[config.mk]
export PLATFORM = sky130hd
export DESIGN_NAME = sclk_line_divider
export DESIGN_NICKNAME = d
export VERILOG_FILES = /design/src/rtl/sclk_pkg.sv /design/src/rtl/sclk_stage.sv /design/src/rtl/sclk_swallow.sv /design/src/rtl/sclk_phase_cmp.sv /design/src/rtl/sclk_line_divider.sv
export SDC_FILE = /design/constraint.sdc
export NUM_CORES = 1
export LEC_CHECK = 0
export BUFFER_PORTS_ARGS = -buffer_cell sky130_fd_sc_hd__buf_2
export CAP_MARGIN = 20
export CORE_MARGIN = 3
export CORE_UTILIZATION = 40
export CTS_BUF_LIST = sky130_fd_sc_hd__clkbuf_4
export DETAILED_ROUTE_END_ITERATION = 7
export PLACE_DENSITY = 0.54
export SLEW_MARGIN = 20
export SYNTH_ARGS = -nofsm -noshare
export SYNTH_HDL_FRONTEND = slang
export SYNTH_SLANG_ARGS = --single-unit
[constraint.sdc]
create_clock -name clk -period 4.94 [get_ports clk]
set_input_delay 0 -clock clk [delete_from_list [all_inputs] [get_ports clk]]
set_output_delay 0 -clock clk [all_outputs]
set_load 0.02 [all_outputs]
[src/rtl/sclk_pkg.sv]
package sclk_pkg;

  typedef enum logic [1:0] {
    SYS_NTSC  = 2'b00,
    SYS_SECAM = 2'b01,
    SYS_PALM  = 2'b10,
    SYS_PAL   = 2'b11
  } sys_mode_e;

  typedef enum logic [1:0] {
    PD_IDLE = 2'b00,
    PD_UP   = 2'b01,
    PD_DN   = 2'b10
  } pd_state_e;

  function automatic int max2(input int a, input int b);
    return (a > b) ? a : b;
  endfunction

  // Strobes to remove after a completed line.
  function automatic int drops_after_line(input logic pal, input logic field_end,
                                          input int extra);
    int n;
    n = 0;
    if (pal) n = field_end ? (1 + extra) : 1;
    return n;
  endfunction

  // Next comparator state from the two reference edges.
  function automatic pd_state_e pd_next(input pd_state_e s, input logic sc,
                                        input logic mc);
    pd_state_e n;
    n = PD_IDLE;
    case (s)
      PD_IDLE: begin
        if (sc && !mc)      n = PD_UP;
        else if (mc && !sc) n = PD_DN;
        else                n = PD_IDLE;
      end
      PD_UP:   n = mc ? PD_IDLE : PD_UP;
      PD_DN:   n = sc ? PD_IDLE : PD_DN;
      default: n = PD_IDLE;
    endcase
    return n;
  endfunction

endpackage

[src/rtl/sclk_stage.sv]
module sclk_stage #(
  parameter int W = 8
) (
  input  logic         clk,
  input  logic         rst_n,
  input  logic         clr,
  input  logic         step,
  input  logic [W-1:0] lim,
  output logic         wrap
);
  logic [W-1:0] cnt;

  // >= so a count left over from a longer mode still wraps.
  assign wrap = step && !clr && (cnt >= lim - W'(1));

  always_ff @(posedge clk or negedge rst_n) begin
    if (!rst_n)    cnt <= '0;
    else if (clr)  cnt <= '0;
    else if (step) cnt <= wrap ? '0 : cnt + W'(1);
  end
endmodule

[src/rtl/sclk_swallow.sv]
module sclk_swallow #(
  parameter int FIELD_LINES = 312,
  parameter int FIELD_EXTRA = 2
) (
  input  logic clk,
  input  logic rst_n,
  input  logic clr,
  input  logic en_in,
  input  logic pal,
  input  logic line_done,
  output logic pass
);
  import sclk_pkg::*;

  localparam int LW = (FIELD_LINES > 1) ? $clog2(FIELD_LINES) : 1;
  localparam int DW = $clog2(FIELD_EXTRA + 2);

  logic [DW-1:0] drop_left;
  logic [LW-1:0] line_idx;
  logic          field_end;
  logic          swallow;

  assign field_end = (line_idx == LW'(FIELD_LINES - 1));
  assign swallow   = en_in && pal && (drop_left != '0);
  assign pass      = en_in && !swallow;

  always_ff @(posedge clk or negedge rst_n) begin
    if (!rst_n) begin
      drop_left <= '0;
      line_idx  <= '0;
    end else if (clr) begin
      drop_left <= '0;
      line_idx  <= '0;
    end else if (swallow) begin
      drop_left <= drop_left - DW'(1);
    end else if (line_done && pal) begin
      drop_left <= DW'(drops_after_line(pal, field_end, FIELD_EXTRA));
      line_idx  <= field_end ? '0 : line_idx + LW'(1);
    end
  end
endmodule

[src/rtl/sclk_phase_cmp.sv]
module sclk_phase_cmp (
  input  logic clk,
  input  logic rst_n,
  input  logic enable,
  input  logic sc_edge,
  input  logic mc_edge,
  output logic pd_drive,
  output logic pd_oe
);
  import sclk_pkg::*;

  pd_state_e state;

  always_ff @(posedge clk or negedge rst_n) begin
    if (!rst_n)       state <= PD_IDLE;
    else if (!enable) state <= PD_IDLE;
    else              state <= pd_next(state, sc_edge, mc_edge);
  end

  assign pd_oe    = (state != PD_IDLE);
  assign pd_drive = (state == PD_UP);
endmodule

[src/rtl/sclk_line_divider.sv]
module sclk_line_divider #(
  parameter int PAL_DIV_A    = 7,
  parameter int PAL_DIV_B    = 81,
  parameter int PAL_DIV_C    = 2,
  parameter int PALM_DIV_A   = 9,
  parameter int PALM_DIV_B   = 101,
  parameter int PALM_DIV_C   = 1,
  parameter int PAL_MC_LINE  = 908,
  parameter int PALM_MC_LINE = 910,
  parameter int FIELD_LINES  = 312,
  parameter int FIELD_EXTRA  = 2
) (
  input  logic       clk,
  input  logic       rst_n,
  input  logic [1:0] sys_mode,
  input  logic       ext_sync,
  input  logic       cf_reset,
  input  logic       sc_en,
  input  logic       mc_en,
  output logic       sc_line_ref,
  output logic       mc_line_ref,
  output logic       pd_drive,
  output logic       pd_oe
);
  import sclk_pkg::*;

  localparam int NSTAGE  = 3;
  localparam int STG_MAX = max2(max2(max2(PAL_DIV_A, PAL_DIV_B), max2(PAL_DIV_C, PALM_DIV_A)),
                                max2(PALM_DIV_B, PALM_DIV_C));
  localparam int STG_W   = $clog2(STG_MAX + 1);
  localparam int MC_W    = $clog2(max2(PAL_MC_LINE, PALM_MC_LINE) + 1);
  localparam int PAL_LIM  [NSTAGE] = '{PAL_DIV_A, PAL_DIV_B, PAL_DIV_C};
  localparam int PALM_LIM [NSTAGE] = '{PALM_DIV_A, PALM_DIV_B, PALM_DIV_C};

  sys_mode_e mode;
  logic is_pal, pll_on, run;
  logic sc_clr, sc_pass, sc_line, mc_line, mc_step;
  logic [NSTAGE:0] stage_step;
  logic [MC_W-1:0] mc_lim;

  assign mode    = sys_mode_e'(sys_mode);
  assign is_pal  = (mode == SYS_PAL);
  assign pll_on  = (mode == SYS_PAL) || (mode == SYS_PALM);
  assign run     = pll_on && !ext_sync;
  assign sc_clr  = !pll_on || cf_reset;
  assign mc_step = mc_en && run;

  // Pulse eliminator in front of the subcarrier chain
  sclk_swallow #(
    .FIELD_LINES(FIELD_LINES),
    .FIELD_EXTRA(FIELD_EXTRA)
  ) u_swallow (
    .clk      (clk),
    .rst_n    (rst_n),
    .clr      (sc_clr || !is_pal),
    .en_in    (sc_en && run),
    .pal      (is_pal),
    .line_done(sc_line),
    .pass     (sc_pass)
  );

  assign stage_step[0] = sc_pass;

  for (genvar i = 0; i < NSTAGE; i++) begin : g_stage
    logic [STG_W-1:0] lim;
    assign lim = is_pal ? STG_W'(PAL_LIM[i]) : STG_W'(PALM_LIM[i]);
    sclk_stage #(.W(STG_W)) u_stg (
      .clk  (clk),
      .rst_n(rst_n),
      .clr  (sc_clr),
      .step (stage_step[i]),
      .lim  (lim),
      .wrap (stage_step[i+1])
    );
  end

  assign sc_line = stage_step[NSTAGE];

  // Master-clock line divider
  assign mc_lim = is_pal ? MC_W'(PAL_MC_LINE) : MC_W'(PALM_MC_LINE);

  sclk_stage #(.W(MC_W)) u_mc_div (
    .clk  (clk),
    .rst_n(rst_n),
    .clr  (!pll_on),
    .step (mc_step),
    .lim  (mc_lim),
    .wrap (mc_line)
  );

  always_ff @(posedge clk or negedge rst_n) begin
    if (!rst_n) begin
      sc_line_ref <= 1'b0;
      mc_line_ref <= 1'b0;
    end else begin
      sc_line_ref <= sc_line;
      mc_line_ref <= mc_line;
    end
  end

  sclk_phase_cmp u_cmp (
    .clk     (clk),
    .rst_n   (rst_n),
    .enable  (run),
    .sc_edge (sc_line),
    .mc_edge (mc_line),
    .pd_drive(pd_drive),
    .pd_oe   (pd_oe)
  );

endmodule

# After elaboration in Yosys (flattened, before gate mapping)
# Cells that the tools add are included.
[word_totals]
inputBits = 8
word_cells = 97
ff_bits = 46
out_inout_bits = 4
[classes]
n_reduce_logical = 36
n_eq_ne = 7
addsub = 10
n_mux = 31
magnitude_cmp = 4
[ops]
columns = ["operator", "count"]
rows = [
  ["2-to-1 mux 7 bit", 9],
  ["2-to-1 mux 9 bit", 4],
  ["2-to-1 mux 10 bit", 3],
  ["2-to-1 mux 2 bit", 11],
  ["adder 7 x 1 -> 7 bit (second input constant)", 3],
  [">= comparator 7 bit", 3],
  ["logical AND 1 bit", 17],
  ["nonzero test 2 bit", 6],
  ["adder 10 x 1 -> 10 bit (second input constant)", 1],
  [">= comparator 10 bit", 1],
  ["adder 9 x 1 -> 9 bit (second input constant)", 1],
  ["equality test 9 bit (second input constant)", 1],
  ["subtractor 8 x 2 -> 9 bit (second input constant)", 1],
  ["zero test 1 bit", 7],
  ["subtractor 7 x 1 -> 7 bit (second input constant)", 1],
  ["equality test 2 bit (second input constant)", 3],
  ["2-to-1 mux 6 bit", 1],
  ["one-hot mux 2 bit (3 select lines)", 1],
  ["subtractor 4 x 1 -> 5 bit (second input constant)", 1],
  ["2-to-1 mux 4 bit", 1],
  ["inequality test 2 x 1 -> 1 bit (second input constant)", 2],
  ["logical OR 1 bit", 3],
  ["nonzero test 3 bit", 1],
  ["subtractor 2 x 1 -> 3 bit (second input constant)", 1],
  ["5 further kinds", 5],
]

# Longest topological paths before layout
[logic_depth]
word_depth = 20
ltp_mapped = 10

# By module
# A second synthesis with hierarchy kept.
[hier_totals]
cells_unflattened = 407
hier_area_um2 = 3763.6
[modules_own_cells]
columns = ["module", "instances", "cells_per_inst", "seq_area_each_um2", "area_each_um2"]
rows = [
  ["sclk_stage at g_stage[0].u_stg ...", 2, 69, 175.2, 636.9],
  ["sclk_stage at u_mc_div", 1, 117, 250.2, 1028.5],
  ["sclk_stage at g_stage[2].u_stg", 1, 67, 175.2, 639.4],
  ["sclk_swallow", 1, 65, 275.3, 621.8],
  ["sclk_line_divider", 1, 12, 50.0, 108.9],
  ["sclk_phase_cmp", 1, 8, 50.0, 91.3],
]

# Worst setup path before layout
# No wires, ideal clock.
[synth_timing]
path_kind = "reg-to-reg"
from = "register g_stage[0].u_stg.cnt[2]"
to = "register g_stage[0].u_stg.cnt[3]"
period_less_slack_ns = 2.158
path_buffers = 0
setup_time_ns = 0.082
t_required_ns = 4.858
arrival_ns = 2.076
setup_slack_ns = 2.782
stages_incl_launch_ff = 8
path_cell_list = "dfrtp_1 > ha_1 > and2b_1 > a311oi_2 > maj3_2 > nand2_1 > or4_1 > a31oi_1"
[synth_between]
elab_chain_len = 5
elab_cells_between_ends = 6
cone_classes = "1 x add/sub; 1 x order compare; 3 x mux; 1 x reduce/logical"
[synth_rtl]
columns = ["item", "line_no", "text"]
rows = [
  ["start, declared", "sclk_stage.sv:11", "logic [W-1:0] cnt;"],
  ["start signal, assigned", "sclk_stage.sv:19", "else if (step) cnt <= wrap ? '0 : cnt + W'(1);"],
  [">= comparator 7 bit", "sclk_stage.sv:14", "assign wrap = step && !clr && (cnt >= lim - W'(1));"],
  ["logical AND 1 bit", "sclk_stage.sv:14", ""],
  ["2-to-1 mux 7 bit (*) (2 in series)", "sclk_stage.sv:19", ""],
  ["2-to-1 mux 7 bit (*)", "sclk_stage.sv:18", "else if (clr) cnt <= '0;"],
]
# Every way passes the cells marked *; elsewhere a longest branch is shown, timed or not. The select of a mux whose other input is x is not followed.
# A chain may end at the register's enable or synchronous reset.

# Worst setup path after layout
[layout_timing]
from = "register g_stage[0].u_stg.cnt[2]"
to = "register u_swallow.line_idx[8]"
[layout_between]
elab_chain_len = 9
[layout_rtl]
columns = ["item", "line_no", "text"]
rows = [
  [">= comparator 7 bit", "sclk_stage.sv:14", ""],
  ["logical AND 1 bit (5 in series)", "sclk_stage.sv:14", ""],
  ["logical AND 1 bit", "sclk_swallow.sv:36", "end else if (line_done && pal) begin"],
  ["nonzero test 2 bit (no line)", "n/a", ""],
  ["AND reduction 2 bit (no line)", "n/a", ""],
  ["end signal, assigned", "sclk_swallow.sv:38", "line_idx <= field_end ? '0 : line_idx + LW'(1);"],
  ["end, declared", "sclk_swallow.sv:19", "logic [LW-1:0] line_idx;"],
]
# No other way between the ends.

==> results.ini <==
[clock_tree]
cts.sinks = 46
clkLatencyLatePin_ps = 360
cts_tree = done
root_buffer = clkbuf_4
clk_pin_slew_ps = 140
clockBufferDepth = 2
post_cts_resized = 0
htree_levels = 2
numCtsBuffers = 5

[grt]
antenna_found_initial = 0
gr-total-overflow = 0
globalRouteTotalUtil = 0.158
grt_max_degree = 47
grt_pass1_vias = 2035
grt_pass1_wl_um = 9740

[synth]
synth_cell_type_count = 61
synth_most_common_cell = dfrtp_1
synth_area_per_cell_um2 = 9.04
synth_edf_count = 0
synth_cells = 297
post-synth-top-area-cell = dfrtp_1
synthArstFlopShare = 1.00
post_synth_main_area_contributors = dfrtp_1 43%, ha_1 6.1%, o21ai_0 4.5%
post-synth-top-area-fraction = 0.429
synthTopCellsByCount = 46 x dfrtp_1, 31 x nor2_1, 27 x nand2_1
yosys_warnings = 0
synthesis.area_mm2 = 0.00268
ys_ff_latch = 46
yosys_most_used_dff = dfrtp_1
synth_fp_nets = 318
ys_seq_area_frac = 0.429

[sta]
rsz0062_at_grt = no
finalSetupViolations = 0
tightest_slew_ps = 937
slew_violations = 0
hold_viol = 0
period_share = 0.532
skew_ps = 18.3
max_freq_ghz = 0.380
tns_ps = 0
relSlewSlack = 0.375
min_period_ps = 2630

[floorplan]
die_h_um = 87.9
fp-row-count = 29
die-area_mm2 = 0.00773
ioPinCount = 12
core_mm2 = 0.00642
die_x_um = 87.9
start_util = 0.418

[cells_and_area]
nets = 331
drive_gt1_frac = 0.122
final.fill_count = 628
antenna_cells = 0
syn_to_final_growth_pct = 8.16

[drt]
finalWirelength_um = 5620
post-route-drc-count = 0
firstDrtPassIters = 4
wl_per_cell_um = 14.5
detail-route-antenna-nets = 0
drtIter0Drc = 103
viasPerCell = 5.49
vias = 2129

[setup_path]
start_kind = register
critPathMaxFanout = 21
worstSetupPathType = register to register
crit_path_end_kind = register
cp_data_required_time_ps = 5210
arrival_ps = 2900

[placement]
dp_hpwl_um = 3940
gp_congestion = 0.842
port_buffers = 11

[power_and_ir_drop]
powerDensity_mw_per_mm2 = 230
p_leak_nw = 1.25
vdd_drop_max_mv = 0.129
p_total_mw = 0.667

[min_path]
min_path_type = primary input to register

[outcome]
status = complete, no violations

[run]
drv_cap = 0

==> final timing paths <==
path | startpoint | to | slack [ps] | cells past startpoint
max | g_stage[0].u_stg.cnt[2]$_DFFE_PN0P_ | u_swallow.line_idx[8]$_DFFE_PN0P_ | 2310 | 7
min | mc_en | mc_line_ref$_DFF_PN0_ | 50 | 3
max reg2reg | g_stage[0].u_stg.cnt[2]$_DFFE_PN0P_ | u_swallow.line_idx[8]$_DFFE_PN0P_ | 2310 | 7
min reg2reg | u_cmp.state[0]$_DFF_PN0_ | u_cmp.state[1]$_DFF_PN0_ | 490 | 1
max in group asynchronous | rst_n | g_stage[2].u_stg.cnt[4]$_DFFE_PN0P_ | 4340 | 2
min in group asynchronous | rst_n | g_stage[1].u_stg.cnt[6]$_DFFE_PN0P_ | 170 | 2
==> cell usage in the layout (no fill, tap or decap), types with 3 or more instances in the layout <==
cell,synthesis,final
a21oi_1,14,14
a31oi_1,5,5
and2_1,3,3
and3_1,9,9
buf_2,2,10
clkbuf_4,0,7
dfrtp_1,46,46
dlygate4sd3_1,0,3
ha_1,13,13
inv_1,18,18
mux2i_1,4,4
nand2_1,27,27
nand2b_1,3,3
nand3_1,10,10
nand4_1,6,6
nor2_1,31,31
nor3_1,7,7
nor4_1,3,3
o2111ai_1,3,3
o21ai_0,24,24
o31ai_1,3,3
or3_1,5,5
or4_1,3,3
xnor2_1,4,4
==> cell type report <==
| cell class | instances | area, um^2 | area share |
|---|---|---|---|
| clock buffers | 7 | 52.6 | 0.0181 |
| clock inverters | 1 | 30.0 | 0.0103 |
| inverters | 20 | 75.1 | 0.0259 |
| multi-input cells | 223 | 1410 | 0.486 |
| flip-flops and latches | 46 | 1150 | 0.397 |
| well taps | 77 | 96.3 | 0.0332 |
| repair buffers | 14 | 87.6 | 0.0302 |
==> report_power, final <==
part           switching [mW]  internal [mW]
clock network           0.119          0.118
registers             0.00141          0.378
logic                  0.0345         0.0160
==> critical path, stage by stage (launching register included) <==
cell      delay, ps
dfrtp_1         460
ha_1            350
and2b_1         170
a311oi_2         40
maj3_2          340
a21oi_2         720
o21ai_0         210
a32o_1          240
==> cells by family after synthesis <==
| logic type | Yosys count | synth area share |
|---|---|---|
| AND/OR/NAND/NOR | 124 | 0.238 |
| flip-flops | 46 | 0.429 |
| buffers and inverters | 28 | 0.0457 |
| AO/OA/AOI/OAI | 73 | 0.180 |
| XOR/XNOR | 6 | 0.0196 |
| multiplexers | 4 | 0.0149 |
| adder cells (fa/ha/maj) | 16 | 0.0727 |
==> sequential cells by signal, summed over array words and instances (netlist names) <==
register and count:
g_stage.u_stg.cnt 21, u_mc_div.cnt 10, u_swallow.line_idx 9, u_cmp.state 2, u_swallow.drop_left 2, mc_line_ref 1, sc_line_ref 1
==> routing by layer <==
layer / up-vias / GRT usage / wire [um]
met1: 990 / 0.231 / 2920
met3: 4 / 0.0301 / 217
met2: 43 / 0.243 / 2440
met5: - / 0 / 0
met4: 0 / 0.0335 / 44
li1: 1092 / - / -
==> repair_timing <==
item,CTS,global route
hold buffers,3,0
hold endpoints to repair,48,0
buffers inserted,0,0
==> metrics by stage <==
stage          area, um^2   util  hold slack [ps]  std cells  setup slack [ps]
4_1_cts              2900  0.452             33.6        388              2300
2_1_floorplan        2680      -             -296        297              2780
3_5_place_dp         2790  0.434              269        377              2310
5_1_grt              2900  0.452             71.4        388              2050
3_3_place_gp         2790  0.434              260        377              2350
6_report             2900  0.452             50.6        388              2310
(Power assumes the default switching activity.)
